<file path="src/rtl/eeprom_pinctl_pkg.sv">
package eeprom_pinctl_pkg;

    localparam int CTL_W  = 4;
    localparam int DO_POS = 0;
    localparam int SK_POS = 1;
    localparam int CS_POS = 2;
    localparam int EN_POS = 3;

    // Field order matches the bit positions above (en is the MSB)
    typedef struct packed {
        logic en;
        logic cs;
        logic sk;
        logic dout;
    } ctl_t;

    typedef struct packed {
        logic cs;
        logic sk;
        logic sk_oe;
        logic di;
        logic di_oe;
    } pins_t;

    typedef enum logic [1:0] {
        OWN_RESET = 2'd0,
        OWN_AUTO  = 2'd1,
        OWN_SW    = 2'd2,
        OWN_IDLE  = 2'd3
    } owner_e;

    localparam ctl_t CTL_RST = '{en: 1'b0, cs: 1'b0, sk: 1'b1, dout: 1'b0};

    function automatic owner_e pick_owner(input logic rst, input logic busy,
                                          input logic en);
        if (rst)       return OWN_RESET;
        else if (busy) return OWN_AUTO;
        else if (en)   return OWN_SW;
        else           return OWN_IDLE;
    endfunction

    function automatic ctl_t unpack_ctl(input logic [CTL_W-1:0] w);
        ctl_t c;
        c.en   = w[EN_POS];
        c.cs   = w[CS_POS];
        c.sk   = w[SK_POS];
        c.dout = w[DO_POS];
        return c;
    endfunction

endpackage

</file>
<file path="src/rtl/eeprom_pinctl_regs.sv">
module eeprom_pinctl_regs
    import eeprom_pinctl_pkg::*;
(
    input  logic clk,
    input  logic rst,
    input  logic soft_rst,
    input  logic halt_i,
    input  logic susp_i,
    input  logic wr,
    input  ctl_t wdata,
    output ctl_t q
);
    logic wr_ok;

    // Writes only in the halted/suspended window; soft reset wins over a write
    assign wr_ok = wr && (halt_i || susp_i) && !soft_rst;

    always_ff @(posedge clk) begin
        if (rst)        q <= CTL_RST;
        else if (wr_ok) q <= wdata;
    end
endmodule

</file>
<file path="src/rtl/eeprom_pinctl_sync.sv">
module eeprom_pinctl_sync #(
    parameter int STAGES = 2
) (
    input  logic clk,
    input  logic rst,
    input  logic d,
    output logic q
);
    logic [STAGES-1:0] chain;

    generate
        for (genvar i = 0; i < STAGES; i++) begin : g_stage
            if (i == 0) begin : g_first
                always_ff @(posedge clk) begin
                    if (rst) chain[0] <= 1'b0;
                    else     chain[0] <= d;
                end
            end else begin : g_next
                always_ff @(posedge clk) begin
                    if (rst) chain[i] <= 1'b0;
                    else     chain[i] <= chain[i-1];
                end
            end
        end
    endgenerate

    assign q = chain[STAGES-1];
endmodule

</file>
<file path="src/rtl/eeprom_pinctl_mux.sv">
module eeprom_pinctl_mux
    import eeprom_pinctl_pkg::*;
(
    input  logic  rst,
    input  logic  busy,
    input  ctl_t  sw,
    input  logic  a_cs,
    input  logic  a_sk,
    input  logic  a_di,
    output pins_t pins,
    output owner_e owner
);
    always_comb begin
        owner = pick_owner(rst, busy, sw.en);
        pins  = '0;
        unique case (owner)
            OWN_RESET: pins = '{cs: 1'b0, sk: 1'b0, sk_oe: 1'b0, di: 1'b0, di_oe: 1'b0};
            OWN_AUTO:  pins = '{cs: a_cs, sk: a_sk, sk_oe: 1'b1, di: a_di, di_oe: 1'b1};
            OWN_SW:    pins = '{cs: sw.cs, sk: sw.sk, sk_oe: 1'b1, di: sw.dout, di_oe: 1'b1};
            OWN_IDLE:  pins = '{cs: 1'b0, sk: 1'b0, sk_oe: 1'b1, di: 1'b0, di_oe: 1'b1};
            default:   pins = '0;
        endcase
    end
endmodule

</file>
<file path="src/rtl/eeprom_pinctl.sv">
module eeprom_pinctl
    import eeprom_pinctl_pkg::*;
#(
    parameter int SYNC_STAGES = 2
) (
    input  logic             clk,
    input  logic             rst,
    input  logic             soft_rst,
    input  logic             halt_i,
    input  logic             susp_i,
    input  logic             reg_wr,
    input  logic [CTL_W-1:0] reg_wdata,
    output logic [CTL_W-1:0] reg_rdata,
    input  logic             aread_busy,
    input  logic             aread_cs,
    input  logic             aread_sk,
    input  logic             aread_di,
    input  logic             ee_do,
    output logic             pin_cs,
    output logic             pin_sk,
    output logic             pin_sk_oe,
    output logic             pin_di,
    output logic             pin_di_oe
);
    ctl_t   ctl_q;
    pins_t  pins;
    owner_e owner;
    logic   do_sync;

    eeprom_pinctl_regs u_regs (
        .clk      (clk),
        .rst      (rst),
        .soft_rst (soft_rst),
        .halt_i   (halt_i),
        .susp_i   (susp_i),
        .wr       (reg_wr),
        .wdata    (unpack_ctl(reg_wdata)),
        .q        (ctl_q)
    );

    eeprom_pinctl_sync #(.STAGES(SYNC_STAGES)) u_sync (
        .clk (clk),
        .rst (rst),
        .d   (ee_do),
        .q   (do_sync)
    );

    eeprom_pinctl_mux u_mux (
        .rst   (rst),
        .busy  (aread_busy),
        .sw    (ctl_q),
        .a_cs  (aread_cs),
        .a_sk  (aread_sk),
        .a_di  (aread_di),
        .pins  (pins),
        .owner (owner)
    );

    always_comb begin
        reg_rdata         = '0;
        reg_rdata[EN_POS] = ctl_q.en;
        reg_rdata[CS_POS] = ctl_q.cs;
        reg_rdata[SK_POS] = ctl_q.sk;
        reg_rdata[DO_POS] = do_sync;
    end

    assign pin_cs    = pins.cs;
    assign pin_sk    = pins.sk;
    assign pin_sk_oe = pins.sk_oe;
    assign pin_di    = pins.di;
    assign pin_di_oe = pins.di_oe;

    logic owner_unused;
    assign owner_unused = ^owner;
endmodule

</file>
<file path="config.mk">
export PLATFORM = sky130hd
export DESIGN_NAME = eeprom_pinctl
export DESIGN_NICKNAME = d
export VERILOG_FILES = /design/src/rtl/eeprom_pinctl_pkg.sv /design/src/rtl/eeprom_pinctl_regs.sv /design/src/rtl/eeprom_pinctl_sync.sv /design/src/rtl/eeprom_pinctl_mux.sv /design/src/rtl/eeprom_pinctl.sv
export SDC_FILE = /design/constraint.sdc
export NUM_CORES = 1
export LEC_CHECK = 0
export BUFFER_PORTS_ARGS = -buffer_cell sky130_fd_sc_hd__buf_2
export CAP_MARGIN = 20
export CORE_AREA = 10 10 47 49
export CTS_CLUSTER_DIAMETER = 150
export DETAILED_ROUTE_END_ITERATION = 8
export DIE_AREA = 0 0 57 59
export HOLD_SLACK_MARGIN = 0.08
export PLACE_DENSITY_LB_ADDON = 0.15
export SETUP_SLACK_MARGIN = 0.02
export SLEW_MARGIN = 10
export SYNTH_ARGS = -nofsm -noshare
export SYNTH_HDL_FRONTEND = slang
export SYNTH_SLANG_ARGS = --single-unit
</file>
<file path="constraint.sdc">
create_clock -name clk -period 1.05 [get_ports clk]
set_input_delay 0.21 -clock clk [delete_from_list [all_inputs] [get_ports clk]]
set_output_delay 0.21 -clock clk [all_outputs]
set_load 0.05 [all_outputs]
</file>
### After elaboration in Yosys (flattened, before gate mapping)

Index checks and enable logic that the tools add are counted.

| storage, ports and cells | value |
|---|---|
| bits in registers | 6 |
| output and inout port bits | 9 |
| logic and storage cells | 18 |

| operators by class | value |
|---|---|
| mux-type cells | 4 |
| eq/ne operators | 3 |
| reduce and logical (&&, ||, !) cells | 5 |

Operators with widths:

| cell | number |
|---|---|
| $pmux 5 s4 | 1 |
| $eq 2x2->1 const B | 2 |
| $mux 2 | 2 |
| $eq 2x1->1 const B | 1 |
| $logic_and 1x1->1 | 2 |
| $logic_not 2->1 | 1 |
| $logic_not 1->1 | 1 |
| $logic_or 1x1->1 | 1 |
| $mux 1 | 1 |

### Longest topological paths before layout

Gate-level depths: netlist of the first run.

| depth | value |
|---|---|
| depth in word-level cells | 5 |
| gate-level depth with buffers | 3 |
| depth with buffers taken out | 3 |

### Modules after synthesis

From an unflattened synthesis of the first run, not the netlist that was laid out.

| second synthesis, totals | value |
|---|---|
| cell total of the unflattened synthesis | 37 |
| area, all modules | 320.3 um^2 |

Modules (own cells, without submodules):

| module | sequential area each (um^2) | times used | area each (um^2) | cells each |
|---|---|---|---|---|
| eeprom_pinctl_regs | 80.1 | 1 | 187.7 | 18 |
| eeprom_pinctl_mux | 0.0 | 1 | 72.6 | 14 |
| eeprom_pinctl_sync | 40.0 | 1 | 52.6 | 4 |
| eeprom_pinctl | 0.0 | 1 | 7.5 | 1 |

### Least setup slack after synthesis of the first run

Ideal clock, no wire load.

| timing path | value |
|---|---|
| path kind | reg2out |
| start point | register u_regs.q[3] (netlist bit) |
| end point | output port pin_cs |
| arrival time | 1.232 ns |
| path slack | -0.392 ns |
| data required time | 0.840 ns |
| cell stages (with the launch flop) | 3 |
| buffers on the path | 0 |
| cells stage by stage | dfxtp_1 -> nand3b_1 -> a21oi_1 |

| between the ends | value |
|---|---|
| cells in the longest elaborated chain, start to end | 5 |
| elaborated cells on any way between the ends | 8 |
| classes of those cells | 3 x eq/ne; 4 x mux; 1 x reduce/logical |

Ends and longest elaborated chain:

| element | line | text |
|---|---|---|
| from (decl) | eeprom_pinctl_regs.sv:11 | `output ctl_t q` |
| from (signal assigned) | eeprom_pinctl_regs.sv:20 | `else if (wr_ok) q <= wdata;` |
| $mux 1 (*) | eeprom_pinctl_pkg.sv:38 | `else if (en) return OWN_SW;` |
| $mux 2 (*) | eeprom_pinctl_pkg.sv:37 | `else if (busy) return OWN_AUTO;` |
| $mux 2 (*) | eeprom_pinctl_pkg.sv:36 | `if (rst) return OWN_RESET;` |
| $eq 2x2->1 (tied with other cells) | eeprom_pinctl_mux.sv:16 | `unique case (owner)` |
| $pmux 5 s4 (*) | eeprom_pinctl_mux.sv:16 |  |
| to (decl) | eeprom_pinctl.sv:19 | `output logic pin_cs,` |

Mark *: on every way between the ends. The rest lies on a longest branch, timed or not.

### Final worst setup path of the first run

| timing path | value |
|---|---|
| start point | register u_regs.q[3] (netlist bit) |
| end point | output port pin_di |

| between the ends | value |
|---|---|
| cells in the longest elaborated chain, start to end | 5 |
| elaborated cells on any way between the ends | 8 |
| classes of those cells | 3 x eq/ne; 4 x mux; 1 x reduce/logical |

Ends and longest elaborated chain:

| element | line | text |
|---|---|---|
| $mux 1 (*) | eeprom_pinctl_pkg.sv:38 |  |
| $mux 2 (*) | eeprom_pinctl_pkg.sv:37 |  |
| $mux 2 (*) | eeprom_pinctl_pkg.sv:36 |  |
| $eq 2x2->1 (tied with other cells) | eeprom_pinctl_mux.sv:16 |  |
| $pmux 5 s4 (*) | eeprom_pinctl_mux.sv:16 |  |
| to (decl) | eeprom_pinctl.sv:22 | `output logic pin_di,` |

Marked as above.

==> flow_metrics.tcl, run 1 <==
set metrics [dict create \
    result_of_the_run "finished with violations" \
    violations_in_the_final_reports "setup timing" \
    setup_viol 4 \
    synth.top_cell.area_share_pct 38.1 \
    die_w_um 57 \
    cts_buffers 3 \
    post-dp-hpwl_um 784 \
    coreArea_um2 1400 \
    first_global_vias 343 \
    post-route-min-period_ns 1.23 \
    via_count 325 \
    synth_cells 37 \
    pin_count_of_the_biggest_net_entering_global_routing 6 \
    clock-skew-final_ns 0.0000419 \
    worst_ep_required_time_ns 0.84 \
    share_clk_of_total_power_pct 31.7 \
    cp_max_fo 5 \
    nets 82 \
    postSynthRegisterBits 6 \
    path_cells "nand3b_1 > a21oi_4 > buf_6" \
    drv_cap 0 \
    synthDominantAreaCellType "sky130_fd_sc_hd__dfxtp_1" \
    timing.rr.start "u_regs.q[1]" \
    power.share.combinational_pct 30.0 \
    numClockSinks 6 \
    cts-htree-levels 1 \
    leakage_power_summed_over_all_cells_nw 0.261 \
    regToRegSetupSlack_ns 0.22 \
    grt_first_pass_wirelength_um 1520 \
    grt_overflow 0 \
    die_height_um 59 \
    yosys_warnings 0 \
    hold_start "ee_do" \
    power.switching_w 0.000188 \
    wl_per_cell_um 11.6 \
    antenna_left 0 \
    synth_seq_area_share_pct 38.1 \
    clock_tree_from_tritoncts "yes" \
    slew_headroom_pct 79.4 \
    synthTopCellsByArea "sky130_fd_sc_hd__dfxtp_1 38%, sky130_fd_sc_hd__mux2i_1 13%, sky130_fd_sc_hd__buf_4 12%" \
    holdBufCountCts 0 \
    clk_latency_ns 0.24 \
    synthDistinctLibCells 10 \
    p_seq_share_pct 38.3 \
    ctsLongestPathBuffers 2 \
    timing.final.max_slew_violations 0 \
    synth.net_count 52 \
    core.rowCount 14 \
    grt.total_usage_pct 5.79 \
    drt_wl_total_um 936 \
    nature_of_the_critical_path_endpoint "output pin" \
    worst_slew_pin_slew_ns 0.309 \
    reg2reg_depth 4 \
    power.density_nw_per_um2 1100 \
    setup_slack_ns -0.182 \
    final-hold-violation-count 0 \
    placed_instance_count 77 \
    cts_root_buffer "sky130_fd_sc_hd__clkbuf_4" \
    portBuffers 23 \
    final_layout_size_suffix_gt1_share_pct 63.1 \
    initial_core_util_pct 22.5 \
    detailed_router_s_first_iteration_violation_count 0 \
    number_of_antenna_violations_at_the_first_check_in_global_routing 0 \
    critical-path-max-stage-delay_ns 0.35 \
    final_core_utilization_pct 41.4 \
    ir_drop_worst_case_vdd_v 0.000404 \
    maxClockFrequency_mhz 812 \
    hold_path_depth 2 \
    worst_case_hold_path_end_point "u_sync.chain[0]" \
    n_fill_cell 151 \
    routabilityCongestion 0.685 \
    io_pins 24 \
    timing.hold.worst.class "in2reg" \
    detail_routed_via_count_per_cell 4.01 \
    internal_power_w 0.000452 \
    worstPathArrival_ns 1.02 \
    switching_share_pct 29.4 \
    critPathBufInv 1 \
    die_area_um2 3360 \
    syn-cell-area_um2 315 \
    commonest_non_fill_non_tap_cells_in_the_layout "17 x sky130_fd_sc_hd__buf_2, 9 x sky130_fd_sc_hd__nand2_1, 6 x sky130_fd_sc_hd__buf_4" \
    setup_repair_after_global_routing_missed_its_margin "true" \
    final.period_utilization_pct 117 \
    critical_path.slowest_cell "sky130_fd_sc_hd__dfxtp_4" \
    synth.avg_cell_area_um2 8.52 \
    path_clk_slew_ns 0.04 \
    antenna_cells_inserted 0 \
    final_common_cell "sky130_fd_sc_hd__buf_2" \
    timing.setup.critical_path_class "reg2out" \
    final_cells 81 \
    detailedPlace.worstSlack_ns -0.101 \
    worstSetupStartpointType "register" \
    synthToLayoutAreaGrowth_pct 84.1 \
    detail_route.drc_violations 0 \
    drt_pass1_iterations 1 \
    worst_path_dominant_cell_family "flip-flops" \
    timing.rr.end "u_regs.q[1]" \
    totalPowerFinal_w 0.000640 \
]
## metrics by stage
step	hold WS, ns	setup TNS [ns]	instance area (µm²)
global route	0.203	-0.779	581
CTS	0.174	-0.610	571
detailed placement	0.426	-0.288	497
floorplan	0.282	0	354
global placement	0.422	-0.286	497
finish	0.187	-0.538	581
## timing repair
| action | 4_1_cts | 5_1_grt |
|---|---|---|
| setup buffers | 0 | 1 |
| endpoints found under the setup margin | 8 | 6 |
| gates resized for setup | 17 | 1 |
| pin swaps | 4 | 1 |
| gates cloned | 0 | 0 |
## cells by family after synthesis
logic type	share of synthesized area (%)
flops	38.1
compound gates	4.76
simple gates	31.3
mux	12.7
buf+inv	13.1
## routing by layer
layer	global-route usage, %	up-vias	routed length, µm
met4	3.02	0	7
met2	8.37	19	414
li1	-	175	-
met1	5.80	129	394
met3	4.72	2	119
met5	0	-	0
## worst max path at each step
stage	from	cells past startpoint	endpoint
5_1_grt	u_regs.q[3]	3	pin_cs
3_5_place_dp	aread_busy	4	pin_cs
6_report	u_regs.q[3]	3	pin_di
4_1_cts	u_regs.q[3]	3	pin_di
3_3_place_gp	aread_busy	4	pin_cs
2_1_floorplan	u_regs.q[3]	2	pin_cs
## flip-flops by register name (all words and copies together), names as in the netlist
register      cells
u_sync.q          1
u_regs.q          4
u_sync.chain      1
## cells in the mapped netlist
master                     count
sky130_fd_sc_hd__nor2_1        3
sky130_fd_sc_hd__nor3b_4       1
sky130_fd_sc_hd__nor2b_1       2
sky130_fd_sc_hd__dfxtp_1       6
sky130_fd_sc_hd__buf_4         5
sky130_fd_sc_hd__nand2_1       9
sky130_fd_sc_hd__mux2i_1       4
sky130_fd_sc_hd__nand3b_1      3
sky130_fd_sc_hd__inv_1         1
sky130_fd_sc_hd__a21oi_1       3
## area by class of cell
type	instances	area (µm²)	share of cell area, %
timing repair buffer	30	216	37.3
tap	16	20.0	3.45
multi-input combinational	25	188	32.3
inverter	1	7.51	1.29
clock buffer	3	22.5	3.88
sequential	6	126	21.8
## power by group through the flow
stage / combinational, W / clock, W / sequential, W
finish: 0.000192 / 0.000203 / 0.000245
global route: 0.000205 / 0.000236 / 0.000246
CTS: 0.000192 / 0.000216 / 0.000247
detailed placement: 0.000172 / 0 / 0.000249
global placement: 0.000171 / 0 / 0.000250
floorplan: 0.000112 / 0 / 0.000249
No activity file was read; power rests on OpenSTA's default activity.
==> run 2: changes to the inputs <==
--- a/config.mk
+++ b/config.mk
@@ -5,8 +5,8 @@
 export SDC_FILE = /design/constraint.sdc
 export NUM_CORES = 1
 export LEC_CHECK = 0
+export ABC_AREA = 1
 export BUFFER_PORTS_ARGS = -buffer_cell sky130_fd_sc_hd__buf_2
-export CAP_MARGIN = 20
 export CORE_AREA = 10 10 47 49
 export CTS_CLUSTER_DIAMETER = 150
 export DETAILED_ROUTE_END_ITERATION = 8
==> run 2 against run 1 <==
Compared with the run above: the run still ends with setup timing left; sequential power increased by 2%; clock-buffer cell count unchanged; non-clock buffer count increased by 3; combinational power increased by 31%.
==> flow_metrics.tcl, run 2 <==
set metrics [dict create \
    result_of_the_run "finished with violations" \
    violations_in_the_final_reports "setup timing" \
    post-dp-hpwl_um 822 \
    final-hold-violation-count 0 \
    number_of_antenna_violations_at_the_first_check_in_global_routing 0 \
    synth.most_common_cell "sky130_fd_sc_hd__inv_1" \
    timing.setup.critical_path_class "reg2out" \
    leakage_power_summed_over_all_cells_nw 0.369 \
    path_clk_slew_ns 0.04 \
    synthDominantAreaCellType "sky130_fd_sc_hd__dfxtp_1" \
    ctsLongestPathBuffers 2 \
    worst_slew_pin_slew_ns 0.252 \
    cts_buffers 3 \
    first_global_vias 404 \
    io_pins 24 \
    synthToLayoutAreaGrowth_pct 77.9 \
    power.share.combinational_pct 35.4 \
    initial_core_util_pct 26.7 \
    async_reset_ff_share_pct 0 \
    placed_instance_count 94 \
    setup_viol 4 \
    detail_route.drc_violations 0 \
    drt_wl_total_um 936 \
    coreArea_um2 1400 \
    grt_overflow 0 \
    clock_tree_from_tritoncts "yes" \
    maxClockFrequency_mhz 820 \
    numClockSinks 6 \
    routabilityCongestion 0.706 \
    syn-cell-area_um2 374 \
    setup_slack_ns -0.170 \
    totalPowerFinal_w 0.000709 \
    final_cells 101 \
    synth.top_cell.area_share_pct 32.1 \
    switching_share_pct 31.7 \
    clk_latency_ns 0.24 \
    timing.final.max_slew_violations 0 \
    number_of_enable_type_register_cells_in_the_synthesized_netlist 0 \
    synthTopCellsByArea "sky130_fd_sc_hd__dfxtp_1 32%, sky130_fd_sc_hd__inv_1 11%, sky130_fd_sc_hd__buf_4 10%" \
    timing.hold.worst.class "in2reg" \
    worstPathArrival_ns 1.01 \
    die_w_um 57 \
    fin_setup_tns_ns -0.604 \
    die_area_um2 3360 \
    detailed_router_s_first_iteration_violation_count 3 \
    synth.net_count 69 \
    nature_of_the_critical_path_endpoint "output pin" \
    worst_ep_required_time_ns 0.84 \
    ys_top_cells_by_count "11 x sky130_fd_sc_hd__inv_1, 9 x sky130_fd_sc_hd__nor2_1, 7 x sky130_fd_sc_hd__nand2_1, 7 x sky130_fd_sc_hd__nand3_1, 6 x sky130_fd_sc_hd__dfxtp_1" \
    detailedPlace.worstSlack_ns -0.120 \
    commonest_non_fill_non_tap_cells_in_the_layout "15 x sky130_fd_sc_hd__buf_2, 11 x sky130_fd_sc_hd__inv_1, 9 x sky130_fd_sc_hd__nor2_1" \
    final.period_utilization_pct 116 \
    cts_root_buffer "sky130_fd_sc_hd__clkbuf_4" \
    wl_per_cell_um 9.27 \
    clock-skew-final_ns 0.0000359 \
    pin_count_of_the_biggest_net_entering_global_routing 7 \
    largest_register_ffs 4 \
    final_common_cell "sky130_fd_sc_hd__buf_2" \
    core.rowCount 14 \
    synth_cells 54 \
    die_height_um 59 \
    antenna_left 0 \
    worstSetupStartpointType "register" \
    nets 102 \
    detail_routed_via_count_per_cell 3.92 \
    final_layout_size_suffix_gt1_share_pct 55.3 \
    drv_cap 0 \
    ir_drop_worst_case_vdd_v 0.000351 \
    top_regs "u_regs.q (4), u_sync.chain (1), u_sync.q (1)" \
    max_flop_register "u_regs.q" \
    cp_max_fo 3 \
    synth.avg_cell_area_um2 6.93 \
    postSynthRegisterBits 6 \
    slew_headroom_pct 83.3 \
    drt_pass1_iterations 2 \
    yosys_warnings 0 \
    post-route-min-period_ns 1.22 \
    synthDistinctLibCells 13 \
    cts-htree-levels 1 \
    power.density_nw_per_um2 1070 \
    grt_first_pass_wirelength_um 1680 \
    grt.total_usage_pct 6.51 \
    setup_repair_after_global_routing_missed_its_margin "true" \
    yosys_most_used_dff "sky130_fd_sc_hd__dfxtp_1" \
    p_seq_share_pct 35.4 \
    via_count 396 \
    final_core_utilization_pct 47.5 \
    synth_seq_area_share_pct 32.1 \
    internal_power_w 0.000484 \
    portBuffers 23 \
    share_clk_of_total_power_pct 29.2 \
    antenna_cells_inserted 0 \
    power.switching_w 0.000225 \
]
-- run 2: cell count changes after synthesis, sizes merged, moves of 2 or more --
cell    change
mux2i       -4
nor2b       -2
nor2        +8
o21ai       +3
a21oi       -3
nand3       +7
nand3b      -2
inv        +11
-- run 2: layout make-up --
type / instances / area (µm²)
Inverter: 13 / 56.3
Fill cell: 154 / 736
Sequential cell: 6 / 124
Timing Repair Buffer: 33 / 255
Multi-Input combinational cell: 30 / 188
Clock buffer: 3 / 22.5
Tap cell: 16 / 20.0
-- run 2: what timing repair did --
action,4_1_cts,5_1_grt
pin swaps,2,1
endpoints found under the setup margin,6,8
setup buffers,1,4
hold buffers,0,0
gates resized for setup,20,3
endpoints found under the hold margin,0,0
-- run 2: per-stage QoR --
step / hold WS, ns / instance area [µm²]
floorplan: 0.281 / 403
global placement: 0.389 / 546
detailed placement: 0.396 / 546
CTS: 0.164 / 638
global route: 0.162 / 666
finish: 0.173 / 666
-- run 2: logic make-up after synthesis --
group	count (synthesis)	share of synthesized area, %
and+or+nand+nor	27	37.1
DFF	6	32.1
buffers and inverters	18	23.7
AOI/OAI and AO/OA	3	7.02
-- run 2: power groups by stage --
stage	sequential (W)	combinational [W]	clock (W)
2_1_floorplan	0.000254	0.000146	0
3_3_place_gp	0.000253	0.000208	0
3_5_place_dp	0.000253	0.000209	0
4_1_cts	0.000251	0.000243	0.000215
5_1_grt	0.000253	0.000272	0.000248
6_report	0.000251	0.000251	0.000207
-- run 2: worst max-delay path, stage by stage (launching register included) --
cell                       delay (ns)
sky130_fd_sc_hd__dfxtp_2         0.34
sky130_fd_sc_hd__nand3b_4        0.12
sky130_fd_sc_hd__o21ai_4         0.14
sky130_fd_sc_hd__buf_6           0.17
-- run 2: worst paths after layout --
kind	endpoint	depth (start not counted)	slack [ns]	start
worst min-delay path	u_sync.chain[0]	3	0.17	ee_do
worst min register to register	u_sync.q	2	0.41	u_sync.chain[0]
worst max register to register	u_regs.q[3]	5	0.13	u_regs.q[3]
worst max-delay path	pin_sk	3	-0.17	u_regs.q[3]
-- run 2: per-layer routing --
layer	global-route usage, %	up-vias	wire, µm	share of wire [%]
li1	-	217	-	-
met1	6.72	158	397	42
met2	8.06	19	396	42
met3	3.86	2	109	12
met4	8.05	0	32	3.4
met5	0	-	0	0
==> run 3: changes to the inputs <==
--- a/config.mk
+++ b/config.mk
@@ -6,11 +6,11 @@
 export NUM_CORES = 1
 export LEC_CHECK = 0
 export ABC_AREA = 1
-export BUFFER_PORTS_ARGS = -buffer_cell sky130_fd_sc_hd__buf_2
 export CORE_AREA = 10 10 47 49
 export CTS_CLUSTER_DIAMETER = 150
 export DETAILED_ROUTE_END_ITERATION = 8
 export DIE_AREA = 0 0 57 59
+export DONT_BUFFER_PORTS = 1
 export HOLD_SLACK_MARGIN = 0.08
 export PLACE_DENSITY_LB_ADDON = 0.15
 export SETUP_SLACK_MARGIN = 0.02
==> constraint.sdc (replaced) <==
create_clock -name clk -period 1.51 [get_ports clk]
set_input_delay 0.302 -clock clk [delete_from_list [all_inputs] [get_ports clk]]
set_output_delay 0.302 -clock clk [all_outputs]
set_load 0.05 [all_outputs]
==> run 3 against run 2 <==
Compared with the run above: the run now ends clean; non-clock buffer count decreased by 26; final cell count decreased by 26%; wire length decreased by 9.3%; clock power decreased by 30%; combinational power decreased by 54%; register-to-register slack improved by 0.57 ns; via count decreased by 22%; hold slack got worse by 0.046 ns; die area unchanged; largest power group unchanged.
==> flow_metrics.tcl, run 3 (same netlist as run 2, synthesis figures left out) <==
set metrics [dict create \
    top_regs "u_regs.q (4), u_sync.chain (1), u_sync.q (1)" \
    leakage_power_summed_over_all_cells_nw 0.247 \
    worst_ep_required_time_ns 1.21 \
    timing.setup.critical_path_class "reg2out" \
    clk_latency_ns 0.24 \
    critical_path.slowest_cell "sky130_fd_sc_hd__dfxtp_1" \
    worstSetupStartpoint "u_regs.q[3]" \
    placed_instance_count 72 \
    max_flop_register "u_regs.q" \
    share_clk_of_total_power_pct 33.2 \
    final_common_cell "sky130_fd_sc_hd__inv_1" \
    power.density_nw_per_um2 930 \
    cts_buffers 3 \
    worst_path_dominant_cell_family "flip-flops" \
    via_count 309 \
    pin_count_of_the_biggest_net_entering_global_routing 10 \
    worstPathArrival_ns 1.04 \
    grt_overflow 0 \
    hold_start "rst" \
    number_of_antenna_violations_at_the_first_check_in_global_routing 0 \
    detail_route.drc_violations 0 \
    internal_power_w 0.000298 \
    cp_max_fo 3 \
    numClockSinks 6 \
    setup_repair_after_global_routing_missed_its_margin "false" \
    cts_post_setup_buffers_inserted 0 \
    power.switching_w 0.000138 \
    grt.total_usage_pct 5.24 \
    first_global_vias 304 \
    antenna_cells_inserted 0 \
    clock_tree_from_tritoncts "yes" \
    drt_wl_total_um 849 \
    core.rowCount 14 \
    drv_cap 0 \
    detailed_router_s_first_iteration_violation_count 2 \
    post-route-min-period_ns 1.35 \
    p_seq_share_pct 40.6 \
    portBuffers 0 \
    setup_viol 0 \
    final_cells 75 \
    power.share.combinational_pct 26.3 \
    ctsLongestPathBuffers 2 \
    worst_slew_pin_slew_ns 0.478 \
    ir_drop_worst_case_vdd_v 0.000258 \
    worstSetupStartpointType "register" \
    timing.final.max_slew_violations 0 \
    largest_register_ffs 4 \
    antenna_left 0 \
    commonest_non_fill_non_tap_cells_in_the_layout "11 x sky130_fd_sc_hd__inv_1, 9 x sky130_fd_sc_hd__nor2_1, 7 x sky130_fd_sc_hd__nand3_1, 7 x sky130_fd_sc_hd__nand2_1, 6 x sky130_fd_sc_hd__dfxtp_1" \
    maxClockFrequency_mhz 743 \
    routabilityCongestion 0.691 \
    final.period_utilization_pct 89.2 \
    initial_core_util_pct 26.7 \
    fin_setup_tns_ns 0 \
    die_area_um2 3360 \
    die_height_um 59 \
    nature_of_the_critical_path_endpoint "output pin" \
    path_cells "nand3b_4 > o21ai_2 > buf_12" \
    io_pins 24 \
    grt_first_pass_wirelength_um 1320 \
    final_layout_size_suffix_gt1_share_pct 30.5 \
    final-hold-violation-count 0 \
    die_w_um 57 \
    drt_pass1_iterations 2 \
    postCtsResizedCells 0 \
    critical-path-max-stage-delay_ns 0.37 \
    coreArea_um2 1400 \
    slew_headroom_pct 68.1 \
    path_clk_slew_ns 0.04 \
    holdBufCountCts 0 \
    post-dp-hpwl_um 758 \
    result_of_the_run "complete, no violations" \
    wl_per_cell_um 11.3 \
    nets 76 \
    cts-htree-levels 1 \
    synthToLayoutAreaGrowth_pct 25.4 \
    clock-skew-final_ns 0.0000442 \
    timing.hold.worst.class "in2reg" \
    switching_share_pct 31.7 \
    critPathBufInv 1 \
    cts_root_buffer "sky130_fd_sc_hd__clkbuf_4" \
    detail_routed_via_count_per_cell 4.12 \
    regToRegSetupSlack_ns 0.70 \
    timing.rr.start "u_regs.q[3]" \
]
-- run 3: path summary, 6_finish.rpt --
| check | end | cells after the start |
|---|---|---|
| hold / removal | u_sync.chain[0] | 1 |
| setup reg to reg | u_regs.q[3] | 3 |
| setup / recovery | pin_di | 3 |
| hold reg to reg | u_sync.q | 2 |
-- run 3: worst reg2reg max path: cells and delay by family (launching register included) --
family                 cells  cell delay (ns)
and+or+nand+nor            2             0.16
buffers and inverters      1             0.23
DFF                        1             0.37
-- run 3: final cells by class --
| class | instances | area, µm² |
|---|---|---|
| Fill cell | 167 | 932 |
| Multi-Input combinational cell | 30 | 165 |
| Sequential cell | 6 | 120 |
| Timing Repair Buffer | 7 | 90.1 |
| Inverter | 13 | 51.3 |
| Clock buffer | 3 | 22.5 |
| Tap cell | 16 | 20.0 |
-- run 3: power by group through the flow --
stage,logic (W),clock network (W),registers (W)
floorplan,0.0000956,0,0.000176
global placement,0.000117,0,0.000180
detailed placement,0.000116,0,0.000180
CTS,0.000117,0.000153,0.000177
global route,0.000123,0.000161,0.000178
finish,0.000115,0.000145,0.000177
-- run 3: per-stage QoR --
step	setup slack, ns	total power, W	cell area [µm²]	utilization, %	hold WS, ns
2_1_floorplan	0.169	0.000272	374	-	0.373
3_3_place_gp	0.373	0.000297	447	31.9	0.375
3_5_place_dp	0.377	0.000296	447	31.9	0.376
4_1_cts	0.137	0.000447	469	33.5	0.117
5_1_grt	0.102	0.000462	469	33.5	0.115
6_report	0.164	0.000436	469	33.5	0.127
-- run 3: layer usage --
| metal | global-route usage [%] | wire length (µm) | up-vias |
|---|---|---|---|
| met5 | 0 | 0 | - |
| met4 | 7.05 | 36 | 0 |
| met3 | 2.36 | 120 | 4 |
| met2 | 6.36 | 332 | 22 |
| met1 | 5.72 | 360 | 117 |
| li1 | - | - | 166 |
